File: src/rtl/sramc_pkg.sv
package sramc_pkg;

  typedef enum logic [1:0] {
    ST_IDLE,
    ST_SETUP,
    ST_STROBE,
    ST_TURN
  } phase_e;

  // strobes driven toward the memory pins
  typedef struct packed {
    logic ceN;
    logic weN;
    logic oeN;
    logic dqOe;
  } pin_strobe_t;

  // strobes from control to the datapath
  typedef struct packed {
    logic load;
    logic capture;
  } dp_ctl_t;

  function automatic int ceilDiv(input int num, input int den);
    return (num + den - 1) / den;
  endfunction

  function automatic int imax(input int a, input int b);
    return (a > b) ? a : b;
  endfunction

  function automatic int imin(input int a, input int b);
    return (a < b) ? a : b;
  endfunction

endpackage

File: src/rtl/sramc_ctrl.sv
module sramc_ctrl
  import sramc_pkg::*;
#(
  parameter int CLK_PS  = 4000,
  parameter int T_WP_PS = 8000,
  parameter int T_DS_PS = 5000,
  parameter int T_AA_PS = 10000,
  parameter int T_OE_PS = 5000,
  parameter int T_HZ_PS = 5000,
  parameter int T_RC_PS = 10000
) (
  input  logic        clk,
  input  logic        rstN,
  input  logic        reqValid,
  input  logic        reqWrite,
  output logic        reqReady,
  output pin_strobe_t pins,
  output dp_ctl_t     dpCtl
);

  localparam int SETUP_CYC = 1;
  localparam int WR_CYC    = imax(ceilDiv(imax(T_WP_PS, T_DS_PS), CLK_PS), 1);
  localparam int RD_CYC    = imax(imax(ceilDiv(T_AA_PS, CLK_PS) - SETUP_CYC,
                                       ceilDiv(T_OE_PS, CLK_PS)), 1);
  localparam int TURN_CYC  = imax(imax(ceilDiv(T_HZ_PS, CLK_PS),
                                       ceilDiv(T_RC_PS, CLK_PS) - SETUP_CYC - imin(WR_CYC, RD_CYC)), 1);
  localparam int MAX_CYC   = imax(imax(WR_CYC, RD_CYC), imax(TURN_CYC, SETUP_CYC));
  localparam int CNT_W     = $clog2(MAX_CYC + 1);

  localparam logic [CNT_W-1:0] SETUP_LAST = CNT_W'(SETUP_CYC - 1);
  localparam logic [CNT_W-1:0] WR_LAST    = CNT_W'(WR_CYC - 1);
  localparam logic [CNT_W-1:0] RD_LAST    = CNT_W'(RD_CYC - 1);
  localparam logic [CNT_W-1:0] TURN_LAST  = CNT_W'(TURN_CYC - 1);

  phase_e           state, stateNext;
  logic [CNT_W-1:0] cnt, cntNext;
  logic             opWr, opWrNext;
  logic             accept;
  pin_strobe_t      pinsNext;

  assign reqReady = rstN && (state == ST_IDLE);
  assign accept   = reqValid && reqReady;

  always_comb begin
    stateNext = state;
    cntNext   = cnt;
    opWrNext  = accept ? reqWrite : opWr;
    case (state)
      ST_IDLE: begin
        if (accept) begin
          stateNext = ST_SETUP;
          cntNext   = SETUP_LAST;
        end
      end
      ST_SETUP: begin
        if (cnt == '0) begin
          stateNext = ST_STROBE;
          cntNext   = opWr ? WR_LAST : RD_LAST;
        end else begin
          cntNext = cnt - 1'b1;
        end
      end
      ST_STROBE: begin
        if (cnt == '0) begin
          stateNext = ST_TURN;
          cntNext   = TURN_LAST;
        end else begin
          cntNext = cnt - 1'b1;
        end
      end
      default: begin
        if (cnt == '0) begin
          stateNext = ST_IDLE;
        end else begin
          cntNext = cnt - 1'b1;
        end
      end
    endcase
  end

  always_comb begin
    pinsNext.ceN  = !((stateNext == ST_SETUP) || (stateNext == ST_STROBE));
    pinsNext.weN  = !((stateNext == ST_STROBE) && opWrNext);
    pinsNext.oeN  = !((stateNext == ST_STROBE) && !opWrNext);
    pinsNext.dqOe = (stateNext == ST_STROBE) && opWrNext;
  end

  assign dpCtl.load    = accept;
  assign dpCtl.capture = (state == ST_STROBE) && (cnt == '0) && !opWr;

  always_ff @(posedge clk or negedge rstN) begin
    if (!rstN) begin
      state <= ST_IDLE;
      cnt   <= '0;
      opWr  <= 1'b0;
      pins  <= '{ceN: 1'b1, weN: 1'b1, oeN: 1'b1, dqOe: 1'b0};
    end else begin
      state <= stateNext;
      cnt   <= cntNext;
      opWr  <= opWrNext;
      pins  <= pinsNext;
    end
  end

  // checker: consecutive cycles with the write strobe low
  logic [7:0] weLowCnt;
  always_ff @(posedge clk or negedge rstN) begin
    if (!rstN) begin
      weLowCnt <= '0;
    end else if (!pins.weN) begin
      weLowCnt <= (weLowCnt == 8'hFF) ? weLowCnt : weLowCnt + 1'b1;
    end else begin
      weLowCnt <= '0;
    end
  end

  a_r4_we_width: assert property (@(posedge clk) disable iff (!rstN)
    $rose(pins.weN) |-> (int'(weLowCnt) >= WR_CYC));

  a_r2_busy_not_ready: assert property (@(posedge clk) disable iff (!rstN)
    !pins.ceN |-> !reqReady);

endmodule

File: src/rtl/sramc_datapath.sv
module sramc_datapath
  import sramc_pkg::*;
#(
  parameter int ADDR_W = 18,
  parameter int DATA_W = 4
) (
  input  logic              clk,
  input  logic              rstN,
  input  dp_ctl_t           dpCtl,
  input  logic [ADDR_W-1:0] reqAddr,
  input  logic [DATA_W-1:0] reqWdata,
  input  logic [DATA_W-1:0] memDqIn,
  output logic [ADDR_W-1:0] memAddr,
  output logic [DATA_W-1:0] memDqOut,
  output logic              rdValid,
  output logic [DATA_W-1:0] rdData
);

  always_ff @(posedge clk or negedge rstN) begin
    if (!rstN) begin
      memAddr  <= '0;
      memDqOut <= '0;
    end else if (dpCtl.load) begin
      memAddr  <= reqAddr;
      memDqOut <= reqWdata;
    end
  end

  always_ff @(posedge clk or negedge rstN) begin
    if (!rstN) begin
      rdData  <= '0;
      rdValid <= 1'b0;
    end else begin
      rdValid <= dpCtl.capture;
      if (dpCtl.capture) begin
        rdData <= memDqIn;
      end
    end
  end

  a_r7_single_pulse: assert property (@(posedge clk) disable iff (!rstN)
    rdValid |=> !rdValid);

  a_r3_no_load_while_valid: assert property (@(posedge clk) disable iff (!rstN)
    rdValid |-> !dpCtl.load);

endmodule

File: src/rtl/sramc_top.sv
module sramc_top
  import sramc_pkg::*;
#(
  parameter int ADDR_W  = 18,
  parameter int DATA_W  = 4,
  parameter int CLK_PS  = 4000,
  parameter int T_WP_PS = 8000,
  parameter int T_DS_PS = 5000,
  parameter int T_AA_PS = 10000,
  parameter int T_OE_PS = 5000,
  parameter int T_HZ_PS = 5000,
  parameter int T_RC_PS = 10000
) (
  input  logic              clk,
  input  logic              rstN,
  input  logic              reqValid,
  output logic              reqReady,
  input  logic              reqWrite,
  input  logic [ADDR_W-1:0] reqAddr,
  input  logic [DATA_W-1:0] reqWdata,
  output logic              rdValid,
  output logic [DATA_W-1:0] rdData,
  output logic [ADDR_W-1:0] memAddr,
  output logic              memCeN,
  output logic              memWeN,
  output logic              memOeN,
  output logic [DATA_W-1:0] memDqOut,
  output logic              memDqOe,
  input  logic [DATA_W-1:0] memDqIn
);

  localparam int HZ_CYC = ceilDiv(T_HZ_PS, CLK_PS);

  pin_strobe_t pins;
  dp_ctl_t     dpCtl;

  sramc_ctrl #(
    .CLK_PS (CLK_PS),
    .T_WP_PS(T_WP_PS),
    .T_DS_PS(T_DS_PS),
    .T_AA_PS(T_AA_PS),
    .T_OE_PS(T_OE_PS),
    .T_HZ_PS(T_HZ_PS),
    .T_RC_PS(T_RC_PS)
  ) u_ctrl (
    .clk     (clk),
    .rstN    (rstN),
    .reqValid(reqValid),
    .reqWrite(reqWrite),
    .reqReady(reqReady),
    .pins    (pins),
    .dpCtl   (dpCtl)
  );

  sramc_datapath #(
    .ADDR_W(ADDR_W),
    .DATA_W(DATA_W)
  ) u_dp (
    .clk     (clk),
    .rstN    (rstN),
    .dpCtl   (dpCtl),
    .reqAddr (reqAddr),
    .reqWdata(reqWdata),
    .memDqIn (memDqIn),
    .memAddr (memAddr),
    .memDqOut(memDqOut),
    .rdValid (rdValid),
    .rdData  (rdData)
  );

  assign memCeN  = pins.ceN;
  assign memWeN  = pins.weN;
  assign memOeN  = pins.oeN;
  assign memDqOe = pins.dqOe;

  // checker: cycles since output enable last went high
  logic [7:0] oeHighCnt;
  always_ff @(posedge clk or negedge rstN) begin
    if (!rstN) begin
      oeHighCnt <= 8'hFF;
    end else if (memOeN) begin
      oeHighCnt <= (oeHighCnt == 8'hFF) ? oeHighCnt : oeHighCnt + 1'b1;
    end else begin
      oeHighCnt <= '0;
    end
  end

  a_r4_oe_high_in_write: assert property (@(posedge clk) disable iff (!rstN)
    !memWeN |-> memOeN);

  a_r4_we_needs_ce: assert property (@(posedge clk) disable iff (!rstN)
    !memWeN |-> !memCeN);

  a_r5_drive_only_we_low: assert property (@(posedge clk) disable iff (!rstN)
    memDqOe |-> !memWeN);

  a_r5_release_with_we: assert property (@(posedge clk) disable iff (!rstN)
    $rose(memWeN) |-> !memDqOe);

  a_r3_addr_stable: assert property (@(posedge clk) disable iff (!rstN)
    (!memCeN && $past(!memCeN)) |-> $stable(memAddr));

  a_r7_capture_in_read: assert property (@(posedge clk) disable iff (!rstN)
    rdValid |-> ($past(!memOeN) && memOeN));

  a_r2_idle_quiet: assert property (@(posedge clk) disable iff (!rstN)
    reqReady |-> (memCeN && memWeN && memOeN && !memDqOe));

  a_r8_float_before_drive: assert property (@(posedge clk) disable iff (!rstN)
    $rose(memDqOe) |-> (int'(oeHighCnt) >= HZ_CYC));

endmodule

File: config.mk
export PLATFORM = sky130hd
export DESIGN_NAME = sramc_top
export DESIGN_NICKNAME = d
export VERILOG_FILES = /design/src/rtl/sramc_pkg.sv /design/src/rtl/sramc_ctrl.sv /design/src/rtl/sramc_datapath.sv /design/src/rtl/sramc_top.sv
export SDC_FILE = /design/constraint.sdc
export NUM_CORES = 1
export LEC_CHECK = 0
export ABC_AREA = 1
export ABC_CLOCK_PERIOD_IN_PS = 1990
export BUFFER_PORTS_ARGS = -buffer_cell sky130_fd_sc_hd__buf_2
export CAP_MARGIN = 20
export CORE_ASPECT_RATIO = 2
export CORE_UTILIZATION = 48
export CTS_CLUSTER_DIAMETER = 30
export DETAILED_ROUTE_END_ITERATION = 6
export GPL_TIMING_DRIVEN = 0
export PLACE_DENSITY = 0.85
export SLEW_MARGIN = 40
export SYNTH_ARGS = -nofsm -noshare
export SYNTH_HDL_FRONTEND = slang
export SYNTH_SLANG_ARGS = --single-unit
File: constraint.sdc
create_clock -name clk -period 1.99 [get_ports clk]
set_clock_uncertainty 0.1 [all_clocks]
set_input_delay 0.0995 -clock clk [delete_from_list [all_inputs] [get_ports clk]]
set_output_delay 0.0995 -clock clk [all_outputs]
set_load 0.01 [all_outputs]
# ---- Yosys cells after proc, flatten, opt, wreduce, memory -nomap -nowiden
# Index checks and enable logic that the tools add are counted.
dict set report classes {
  bitwise 0
  n_div 0
  n_eq_ne 6
  muxes 10
  addsub 1
  order_cmp 0
  mul 0
  shifts 0
  n_reduce_logical 16
}
# cell n
set ops {}
lappend ops {{$mux 2} 7}
lappend ops {{$logic_and 1x1->1} 6}
lappend ops {{$pmux 2 s3} 1}
lappend ops {{$logic_not 1->1} 5}
lappend ops {{$eq 2x1->1 const B} 2}
lappend ops {{$eq 2x2->1 const B} 2}
lappend ops {{$logic_not 2->1} 2}
lappend ops {{$pmux 2 s2} 1}
lappend ops {{$ne 3x2->1 const B} 1}
lappend ops {{$ne 2x1->1 const B} 1}
lappend ops {{$reduce_and 2->1} 1}
lappend ops {{$reduce_or 2->1} 1}
lappend ops {{$sub 2x1->2 const B} 1}
lappend ops {{$logic_or 1x1->1} 1}
lappend ops {{$mux 1} 1}
dict set report word_totals {
  input_bits 30
  rom_bits 0
  memories 0
  ff_bits 36
  elab_cells 44
  mem_bits_rw 0
  latch_bits 0
}

# ---- Logic depth before layout (Yosys ltp)
# Gate-level depths: netlist (run 1).
dict set report logic_depth {
  depth_word 8
  mapped_depth 11
  ltp_nobuf 11
}

# ---- Cells and area by module
# From an unflattened synthesis (run 1), not the netlist that was laid out.
dict set report unflattened {
  hier_cells 177
  hier_area_um2 1560.2
}
# mod cells_each n_inst seq_area_each_um2 area_each_um2
set modules_own_cells {}
lappend modules_own_cells {sramc_datapath 111 1 675.6 1013.5}
lappend modules_own_cells {sramc_ctrl 66 1 229.0 546.8}

# ---- Worst setup path after synthesis (run 1)
# No wires, ideal clock.
dict set report synth_path {
  path_type {reg-to-reg}
  start {register u_ctrl.state[1]}
  end {register, netlist name u_ctrl.pins[0]}
  setup_time_ns 0.122
  required_ns 1.768
  period_less_slack_ns 1.648
  path_slack_ns 0.342
  n_path_buf 1
  path_stages_with_launch 12
  arrival_ns 1.427
  path_cell_list {dfrtp_1 -> inv_1 -> ha_1 -> nand3_2 -> buf_6 -> nand2_1 -> nand2_1 -> nand2_1 -> inv_1 -> ha_1 -> inv_1 -> nor2_1}
}
# item line
set synth_lines {}
lappend synth_lines {{start: declaration} sramc_ctrl.sv:35} ;# phase_e state, stateNext;
lappend synth_lines {{start signal: assignment} sramc_ctrl.sv:98} ;# state <= stateNext;

# ---- Worst setup path in the final report (run 1)
dict set report layout_path {
  start {register u_ctrl.state[0]}
  end {output reqReady}
}
dict set report layout_via {
  elab_chain_cells 2
}
# item line
set layout_lines {}
lappend layout_lines {{$logic_not 2->1} sramc_ctrl.sv:41} ;# assign reqReady = rstN && (state == ST_IDLE);
lappend layout_lines {{$logic_and 1x1->1} sramc_ctrl.sv:41}
lappend layout_lines {{end: declaration} sramc_top.sv:17} ;# output logic reqReady,
# No other way between the ends.

==> flow_summary_export.csv, run 1 <==
group,metric,value,unit
floorplan,core_area,0.003157,sq mm
power,switchingPower,1.315,mW
clocking,tritoncts,"built",
min_path,hold_class,"primary input to flop",
timing,final_min_period_over_clock_period,94.07,%
timing,post-route-worst-setup-slack,0.1181,ns
routing,drt-total-wl,4.123,mm
clocking,cts_root_buf,"clkbuf_8",
finish,fillerInstances,233,
clocking,worst_skew_pair.late_latency,0.29,ns
critical_path,crit_path_max_incr_delay,0.42,ns
place,post-dp-hpwl,2.632,mm
routing,drt-wirelength-per-cell,13.39,microns
clocking,ctsResizeCount,0,
power,pwr-share-comb,45.7,%
timing,timing.final.max_slew_violations,0,
critical_path,worst_path_max_delay_cell,"dfrtp_1",
critical_path,crit_chain,"inv_1 > ha_1 > nand2_1 > inv_2 > buf_2 > buf_2",
timing,setup-tns-final,0,ns
routing,initialDrtViolationCount,39,
critical_path,rr_worst_depth,11,
flow_run,timing.max_cap.violations,0,
status,status,"complete, no violations",
timing,timing.final.setup_violations,0,
yosys,synth_sequential_area_ratio,56.75,%
global_routing,antenna_found_initial,0,
power,pwr-share-clk,15.3,%
critical_path,critical_path.endpoint_type,"primary output",
power,post-layout-total-power,3.257,mW
yosys,synth_top_area_share,51.81,%
critical_path,arrival,1.67,ns
global_routing,global_route.overflow_total,0,
floorplan,std_cell_rows,29,
clocking,h_tree_depth_reported_by_cts,2,
yosys,synthCells,179,
power,power.leakage,1.327,nW
routing,avgViaCountPerCell,5.045,
clocking,cts.reportedPaths.clkPinSlew,0.07,ns
global_routing,largest_net_degree_at_the_start_of_global_routing,34,
critical_path,critPathMostFrequentCell,"buf_2",
timing,final.min_clock_period,1.872,ns
routing,drc,0,
timing,slew_at_the_pin_closest_to_its_max_slew_limit,0.4316,ns
place,portBuffers,61,
yosys,synth.avg_cell_area,8.905,sq um
critical_path,setup.reg_to_reg.worst_slack,0.15,ns
finish,multiInputGateArea,584.3,sq um
floorplan,die_width,42.75,microns
critical_path,timing.critical_path.fanout_max,10,
yosys,synth.lib_cells_used.distinct,16,
power,switching_share,40.39,%
yosys,yosys.area.top_type,"dfrtp_1",
global_routing,global_route.usage.total,25.64,%
critical_path,reg2reg_from,"u_ctrl.state[0]$_DFF_PN0_",
finish,drive_above_1_share,29.96,%
floorplan,floorplan_die_height,83.50,microns
power,p_int,1.942,mW
critical_path,criticalPathCategory,"flop to primary output",
timing,max-slew-margin-rel,71.23,%
finish,layout-area-overhead-vs-synth,45.53,%
clocking,clock_sink_total,36,
yosys,syn_area,0.001594,sq mm
power,power.density,1404,mW/mm^2
floorplan,initial_utilization,50.50,%
min_path,hold-path-cell-count,3,
timing,grt_setup_unrepaired,"false",
timing,hold_viol,0,
timing,achievable-frequency,0.5342,GHz
routing,remaining_antenna_violation_count_after_routing,0,
critical_path,cpLargestDelayFamily,"buffers and inverters",
routing,drtPass1Iterations,4,
finish,num_antenna_cells,0,
place,gp_congestion,0.7543,
finish,seqCellArea,904.6,sq um
yosys,post_synth_main_area_contributors,"dfrtp_1 (52%), nand2_1 (18%), nand3_1 (8.5%)",
critical_path,critical_path.reg2reg.endpoint,"u_ctrl.pins[0]$_DFF_PN0_",
global_routing,grt_pass1_wl,6.893,mm
floorplan,io_pins,62,
clocking,cts_max_path_buffers,2,
yosys,synth-seq-cells,36,
floorplan,die_area,0.003569,sq mm
place,placement.setup.worst_slack,0.03215,ns
routing,detailroute.via_count,1554,
critical_path,critPathRequiredTime,1.79,ns
clocking,cts_buf_count,5,
finish,final_nets,314,
power,seq_power_share,39.0,%
min_path,holdPathEnd,"u_dp.memAddr[10]$_DFFE_PN0P_",
yosys,yosysWarningCount,0,
finish,layout.core_utilization,73.48,%
critical_path,cp.buffers_inverters,4,
power,worst_ir_drop_vdd,0.9057,mV
critical_path,critical_path.startpoint_type,"flop",
yosys,mappedNetlistNets,217,
global_routing,first_global_vias,1598,
min_path,worstHoldStart,"reqValid",
==> synthesized netlist by cell type <==
library cell and instances:
a21oi_1 1, nand3_2 1, o21bai_1 1, inv_1 10, clkbuf_1 1, o21ai_2 1, inv_2 4, dfstp_2 3
buf_6 3, nand3_1 27, dfrtp_1 33, nand2_1 75, o21ai_0 5, buf_2 3, nor2_1 3, ha_1 8
==> through the flow <==
stage,hold slack (ns),instance area [sq um],std cells
floorplan,-0.2961,1594,179
global placement,0.1337,1938,271
detailed placement,0.1439,1938,271
CTS,0.0001211,2320,308
global route,0.05303,2320,308
finish,0.02306,2320,308
==> layer usage <==
layer / up-vias / part of all wire (%) / global-route usage (%)
li1: 751 / - / -
met3: 22 / 3.4 / 5.844
met1: 732 / 38 / 26.98
met2: 49 / 54 / 43.80
met5: - / 0 / 0
met4: 0 / 4.7 / 15.91
==> cell families after synthesis <==
| family | after synthesis | share of synthesized area [%] |
|---|---|---|
| and+or+nand+nor | 106 | 27.47 |
| buffers and inverters | 21 | 6.593 |
| DFF | 36 | 56.75 |
| AOI/OAI and AO/OA | 8 | 2.904 |
| adders and majority gates | 8 | 6.280 |
==> worst min-delay path: cells and delay by family <==
family                 cells  cell delay (ns)
buffers and inverters      1             0.13
AND/OR/NAND/NOR            2             0.14
==> worst max-delay path by stage <==
| stage | start | to | slack (ns) | cells after the start |
|---|---|---|---|---|
| 6_report | u_ctrl.state[0]$_DFF_PN0_ | reqReady | 0.12 | 6 |
| 5_1_grt | u_ctrl.state[1]$_DFF_PN0_ | u_ctrl.pins[0]$_DFF_PN0_ | 0.02 | 11 |
| 4_1_cts | u_ctrl.state[0]$_DFF_PN0_ | reqReady | 0.13 | 6 |
| 3_5_place_dp | rstN | u_ctrl.pins[0]$_DFF_PN0_ | 0.03 | 10 |
| 3_3_place_gp | rstN | u_ctrl.pins[0]$_DFF_PN0_ | 0.06 | 10 |
| 2_1_floorplan | u_ctrl.state[1]$_DFF_PN0_ | u_ctrl.pins[0]$_DFF_PN0_ | 0.34 | 11 |
==> power groups by stage <==
stage / combinational (mW) / sequential [mW] / clock [mW]
after global placement: 1.36 / 1.26 / 0
final: 1.49 / 1.27 / 0.498
after CTS: 1.47 / 1.27 / 0.495
after global routing: 1.67 / 1.31 / 0.528
after detailed placement: 1.42 / 1.28 / 0
after floorplan: 0.755 / 1.40 / 0
==> layout by cell type, fill, tap and decap left out, types with 4 or more instances in the layout <==
cell type	count
o21ai_0	5
clkbuf_8	5
buf_2	64
dlygate4sd3_1	28
inv_1	10
nand3_1	27
dfrtp_1	33
inv_2	4
ha_1	8
nand2_1	75
==> flip-flops by register name (all words and copies together) (netlist names) <==
signal         count
u_ctrl.opWr        1
u_ctrl.cnt         2
u_ctrl.state       2
u_dp.rdValid       1
u_ctrl.pins        4
u_dp.memDqOut      4
u_dp.rdData        4
u_dp.memAddr      18
==> timing repair <==
item	in CTS	in global routing
endpoints found under the hold margin	62	0
hold buffers	29	0
buffers inserted	0	0
==> area by class of cell <==
cell class,instances,area share [%]
Sequential cell,36,39.00
Timing Repair Buffer,90,26.11
Multi-Input combinational cell,122,25.19
Clock buffer,7,3.290
Buffer,7,2.265
Inverter,14,2.265
Tap cell,31,1.672
Clock inverter,1,0.2158
No activity file was read; power rests on OpenSTA's default activity.
==> inputs of run 2 (changes only) <==
Settings changed: CORE_ASPECT_RATIO 2 to 1.75.
==> run 2 against run 1 <==
Compared with the run above:
- global-route usage grew 1.4 points
- die area shrank 0.14%
- final area grew 0.76%
- via count up 2.3%
- clock power decreased by 3%
- sequential share of layout area decreased by 0.29 points
- non-clock buffer count unchanged
- first-iteration DRC count down 2.6%
- setup slack improved by 0.042 ns
- combinational power hardly changed
- largest power group unchanged
- highest routed layer unchanged
==> flow_summary_export.csv, run 2 (synthesis gave the netlist of run 1 again) <==
group,metric,value,unit
place,portBuffers,61,
timing,achievable-frequency,0.5465,GHz
critical_path,critical_path.endpoint_type,"primary output",
power,power.density,1386,mW/mm^2
place,placement.setup.worst_slack,0.02325,ns
power,switching_share,39.91,%
clocking,cts.reportedPaths.clkPinSlew,0.06,ns
critical_path,criticalPathCategory,"flop to primary output",
timing,max-slew-margin-rel,68.20,%
power,pwr-share-clk,14.9,%
finish,final_nets,314,
global_routing,antenna_found_initial,0,
global_routing,first_global_vias,1613,
timing,timing.final.setup_violations,0,
finish,largest_register_ffs,18,
routing,drc,0,
floorplan,die_width,45.56,microns
timing,hold_viol,0,
timing,slew_at_the_pin_closest_to_its_max_slew_limit,0.4770,ns
power,seq_power_share,39.1,%
power,power.leakage,1.325,nW
critical_path,critical_path.startpoint_type,"flop",
power,switchingPower,1.293,mW
routing,detailroute.via_count,1589,
global_routing,grt_pass1_wl,7.065,mm
clocking,worst_skew_pair.late_latency,0.28,ns
floorplan,floorplan_die_height,78.24,microns
status,status,"complete, no violations",
timing,final_min_period_over_clock_period,91.94,%
clocking,tritoncts,"built",
flow_run,timing.max_cap.violations,0,
finish,layout_common_cells,"nand2_1 (75), buf_2 (64), dfrtp_1 (33), dlygate4sd3_1 (28), nand3_1 (27)",
routing,drt-wirelength-per-cell,13.11,microns
place,post-dp-hpwl,2.438,mm
finish,drive_above_1_share,30.32,%
floorplan,io_pins,62,
finish,layout-area-overhead-vs-synth,46.62,%
global_routing,largest_net_degree_at_the_start_of_global_routing,34,
routing,drt-total-wl,4.194,mm
routing,avgViaCountPerCell,4.966,
finish,layout_commonest_cell,"nand2_1",
routing,drtPass1Iterations,4,
finish,largest_register,"u_dp.memAddr",
finish,num_antenna_cells,0,
timing,timing.final.max_slew_violations,0,
clocking,postCtsSetupRepairBufs,0,
timing,grt_setup_unrepaired,"false",
timing,post-route-worst-setup-slack,0.1603,ns
floorplan,core_area,0.003142,sq mm
floorplan,die_area,0.003564,sq mm
critical_path,critPathRequiredTime,1.79,ns
power,worst_ir_drop_vdd,0.9778,mV
floorplan,std_cell_rows,27,
global_routing,global_route.overflow_total,0,
clocking,h_tree_depth_reported_by_cts,2,
clocking,cts_max_path_buffers,2,
clocking,cts_root_buf,"clkbuf_8",
critical_path,arrival,1.63,ns
timing,final.min_clock_period,1.830,ns
routing,initialDrtViolationCount,38,
floorplan,initial_utilization,50.74,%
global_routing,global_route.usage.total,27.03,%
timing,setup-tns-final,0,ns
place,gp_congestion,0.7992,
power,pwr-share-comb,46.0,%
clocking,clock_sink_total,36,
min_path,hold_class,"primary input to flop",
power,p_int,1.947,mW
critical_path,timing.critical_path.fanout_max,10,
finish,fillerInstances,220,
critical_path,setup.reg_to_reg.worst_slack,0.17,ns
clocking,cts_buf_count,5,
routing,remaining_antenna_violation_count_after_routing,0,
run 2: cell types whose count changed in the layout (fill, tap and decap cells not counted):
| cell | delta |
|---|---|
| ha_1 | -1 |
| ha_2 | +1 |
run 2: path summary, 6_finish.rpt:
path	start	end	cells after the start
setup / recovery	u_ctrl.state[1]$_DFF_PN0_	reqReady	6
hold / removal	reqValid	u_dp.memAddr[10]$_DFFE_PN0P_	3
setup reg to reg	u_ctrl.state[1]$_DFF_PN0_	u_ctrl.pins[0]$_DFF_PN0_	11
hold reg to reg	u_dp.memAddr[17]$_DFFE_PN0P_	u_dp.memAddr[17]$_DFFE_PN0P_	2
max in group asynchronous	rstN	u_ctrl.state[1]$_DFF_PN0_	3
min in group asynchronous	rstN	u_ctrl.pins[3]$_DFF_PN1_	2
run 2: cell type report:
| cell class | count | area, sq um | area share [%] |
|---|---|---|---|
| multi-input cells | 122 | 586.8 | 25.11 |
| plain buffers | 7 | 52.55 | 2.248 |
| well taps | 43 | 53.80 | 2.302 |
| clock inverters | 1 | 5.005 | 0.2141 |
| flip-flops and latches | 36 | 904.6 | 38.70 |
| clock buffers | 7 | 76.32 | 3.266 |
| repair buffers | 90 | 605.6 | 25.91 |
| inverters | 14 | 52.55 | 2.248 |
run 2: worst max-delay path, cell delays in order (launching register included):
cell and delay [ns]:
dfrtp_1 0.44, inv_1 0.12, ha_2 0.23, nand2_1 0.07, inv_2 0.09, buf_2 0.23, buf_2 0.17
run 2: timing repair:
action | in CTS | in global routing
gates resized for setup | 0 | 1
setup endpoints to repair | 0 | 2
hold buffers | 29 | 0
hold endpoints to repair | 62 | 0
run 2: layer usage:
metal | vias up | track usage, % | wire length, microns
li1 | 754 | - | -
met1 | 764 | 28.37 | 1540
met2 | 56 | 49.29 | 2382
met3 | 15 | 4.598 | 157
met4 | 0 | 11.21 | 113
met5 | - | 0 | 0
run 2: power groups by stage:
stage | registers (mW) | clock network, mW | logic, mW
floorplan | 1.40 | 0 | 0.755
global placement | 1.26 | 0 | 1.36
detailed placement | 1.26 | 0 | 1.41
CTS | 1.26 | 0.499 | 1.47
global route | 1.30 | 0.529 | 1.70
finish | 1.27 | 0.483 | 1.49
run 2: through the flow:
step / std cells / util (%) / hold WS, ns / area, sq um / power [mW]
6_report: 320 / 74.39 / 0.01280 / 2337 / 3.240
2_1_floorplan: 179 / - / -0.2961 / 1594 / 2.159
3_3_place_gp: 283 / 62.17 / 0.1333 / 1953 / 2.622
4_1_cts: 320 / 74.31 / 0.004559 / 2335 / 3.225
5_1_grt: 320 / 74.39 / 0.02884 / 2337 / 3.523
3_5_place_dp: 283 / 62.17 / 0.1367 / 1953 / 2.678
==> inputs of run 3 (changes only) <==
Settings changed: ABC_AREA 1 to not set, CORE_UTILIZATION 48 to 47, PLACE_DENSITY 0.85 to 0.84.
==> run 3 against run 2 <==
Compared with the run above:
- die area is 1.7% lower
- combinational power is 7% higher
- sequential power about the same
- hold slack improved by 0.16 ns
- clock power up 30%
- highest routed layer unchanged
- synthesized area decreased by 3.8%
- largest power group unchanged
- largest cell class unchanged
- global-route usage shrank 4.9 points
- routed wire length down 14%
==> flow_summary_export.csv, run 3 <==
group,metric,value,unit
critical_path,cp.buffers_inverters,2,
global_routing,met2_usage,38.99,%
floorplan,die_width,45.17,microns
floorplan,initial_utilization,48.79,%
global_routing,global_route.usage.total,22.17,%
finish,largest_register,"u_dp.memAddr",
global_routing,routing_layer_with_the_top_usage_in_global_route,"met2",
timing,max-slew-margin-rel,74.16,%
routing,drtPass1Iterations,4,
yosys,yosys.area.top_type,"dfrtp_1",
yosys,mappedNetlistNets,147,
floorplan,core_area,0.003142,sq mm
timing,final_min_period_over_clock_period,96.74,%
finish,layout.cells.non_filler,250,
floorplan,floorplan_die_height,77.55,microns
routing,detailroute.via_count,1185,
critical_path,criticalPathCategory,"flop to flop",
critical_path,cpLargestDelayFamily,"compound AO/OA/AOI/OAI gates",
finish,largest_register_ffs,18,
clocking,cts_buf_count,5,
critical_path,critical_path.startpoint_type,"flop",
routing,drt-wirelength-per-cell,14.38,microns
yosys,synth_top_area_share,53.88,%
clocking,clock_sink_total,36,
place,gp_congestion,0.8440,
flow_run,timing.max_cap.violations,0,
yosys,synth_sequential_area_ratio,59.02,%
critical_path,crit_path_max_incr_delay,0.44,ns
clocking,cts_max_path_buffers,2,
yosys,synth.avg_cell_area,14.06,sq um
global_routing,globalRouteMet1Util,22.88,%
floorplan,io_pins,62,
critical_path,critPathRequiredTime,2.12,ns
finish,drive_above_1_share,54.11,%
clocking,h_tree_depth_reported_by_cts,2,
routing,drc,0,
timing,final.min_clock_period,1.925,ns
critical_path,critical_path.endpoint_type,"flop",
timing,slew_at_the_pin_closest_to_its_max_slew_limit,0.3861,ns
yosys,syn_area,0.001533,sq mm
critical_path,arrival,2.05,ns
clocking,tritoncts,"built",
timing,timing.final.max_slew_violations,0,
timing,setup-tns-final,0,ns
finish,num_antenna_cells,0,
routing,drt-total-wl,3.595,mm
place,post-dp-hpwl,2.279,mm
global_routing,grt_pass1_wl,5.582,mm
global_routing,antenna_found_initial,0,
clocking,cts.reportedPaths.clkPinSlew,0.08,ns
yosys,async_flop_share,100.0,%
finish,layout_commonest_cell,"buf_2",
yosys,yosysWarningCount,0,
routing,remaining_antenna_violation_count_after_routing,0,
timing,timing.final.setup_violations,0,
yosys,synth-main-ff-cell,"dfrtp_1",
yosys,post_synth_main_area_contributors,"dfrtp_1 (54%), mux2_2 (20%), ha_1 (6.5%)",
power,power.density,1505,mW/mm^2
finish,layout-area-overhead-vs-synth,52.33,%
place,portBuffers,61,
critical_path,worst_path_max_delay_cell,"dfrtp_2",
min_path,hold_class,"primary input to flop",
clocking,worst_skew_pair.late_latency,0.29,ns
critical_path,timing.critical_path.depth,8,
yosys,post_synth_most_frequent_cells,"dfrtp_1 (33), mux2_2 (27), ha_1 (8)",
finish,fillerInstances,199,
yosys,synth-seq-cells,36,
yosys,synth-edff-count,0,
global_routing,first_global_vias,1265,
place,placement.setup.worst_slack,-0.3358,ns
routing,avgViaCountPerCell,4.740,
global_routing,largest_net_degree_at_the_start_of_global_routing,34,
yosys,synthCells,109,
global_routing,met3_usage,5.116,%
timing,hold_viol,0,
power,worst_ir_drop_vdd,1.012,mV
routing,initialDrtViolationCount,21,
timing,post-route-worst-setup-slack,0.06495,ns
floorplan,die_area,0.003503,sq mm
status,status,"complete, no violations",
timing,grt_setup_unrepaired,"false",
min_path,hold-path-cell-count,3,
clocking,cts_root_buf,"clkbuf_8",
yosys,yosys.cell_count.top_type,"dfrtp_1",
finish,final_nets,244,
critical_path,rr_worst_depth,8,
place,dp.cells,213,
global_routing,global_route.overflow_total,0,
critical_path,crit_chain,"inv_2 > ha_4 > a21bo_2 > a21oi_1 > o21a_1 > ha_2 > inv_1 > or2_1",
power,power.leakage,1.130,nW
critical_path,timing.critical_path.fanout_max,7,
floorplan,std_cell_rows,27,
finish,layout_common_cells,"buf_2 (62), dfrtp_1 (31), dlygate4sd3_1 (28), mux2_2 (27), ha_1 (6)",
timing,achievable-frequency,0.5195,GHz
yosys,synth.lib_cells_used.distinct,22,
run 3: worst register-to-register path, delay by kind of cell, from the launching register on:
family	cells	cell delay (ns)
adders and majority gates	2	0.39
buffers and inverters	2	0.15
DFF	1	0.44
and+or+nand+nor	1	0.21
AOI/OAI and AO/OA	3	0.58
run 3: metrics by stage:
step                      hold slack [ns]  area (sq um)  util (%)  total power [mW]
after floorplan                   -0.2961          1533         -             2.216
after global placement             0.1209          1892     60.22             2.639
after detailed placement           0.1383          1892     60.22             2.744
after CTS                          0.1722          2330     74.15             3.487
after global routing               0.1886          2335     74.31             3.742
final                              0.1732          2335     74.31             3.513
run 3: final cells by class:
cell class                 count  area (sq um)  share of cell area (%)
buffer                         2         16.27                  0.6967
clock buffer                   5         68.82                   2.947
clock inverter                 3         42.54                   1.822
inverter                       6         22.52                  0.9646
multi-input combinational     65         618.1                   26.47
sequential                    36         907.1                   38.85
tap                           43         53.80                   2.304
timing repair buffer          90         605.6                   25.94
run 3: cells by family (layout without fill, tap and decap cells):
kind of cell	after synthesis	count (layout)	synth area share [%]
and+or+nand+nor	15	15	4.898
DFF	36	36	59.02
buffers and inverters	8	106	2.122
AOI/OAI and AO/OA	12	12	5.306
muxes	30	30	22.12
adders and majority gates	8	8	6.531
run 3: what timing repair did:
action                                  CTS  global route
endpoints found under the setup margin    4             2
hold endpoints to repair                 61             0
hold buffers                             29             0
resized for setup                         5             5
gates cloned                              0             0
setup buffers                             0             0
pin swaps                                 0             1
run 3: per-layer routing:
| metal | vias up | share of wire [%] |
|---|---|---|
| met3 | 8 | 4.2 |
| met2 | 41 | 57 |
| met4 | 0 | 2.1 |
| met1 | 569 | 37 |
| li1 | 567 | - |
| met5 | - | 0 |
run 3: where the power goes:
part           switching [mW]  total (mW)  internal (mW)
clock                   0.255       0.626          0.370
combinational           0.774        1.59          0.815
sequential              0.190        1.30           1.11
run 3: path summary, 6_finish.rpt:
check	startpoint	endpoint	slack [ns]
worst max-delay path	u_ctrl.state[1]$_DFF_PN0_	u_ctrl.pins[1]$_DFF_PN1_	0.06
worst min-delay path	reqValid	u_dp.memAddr[17]$_DFFE_PN0P_	0.17
worst max register to register	u_ctrl.state[1]$_DFF_PN0_	u_ctrl.pins[1]$_DFF_PN1_	0.06
worst min register to register	u_dp.memAddr[4]$_DFFE_PN0P_	u_dp.memAddr[4]$_DFFE_PN0P_	0.40
max in group asynchronous	rstN	u_ctrl.state[0]$_DFF_PN0_	1.26
min in group asynchronous	rstN	u_ctrl.pins[2]$_DFF_PN1_	0.31
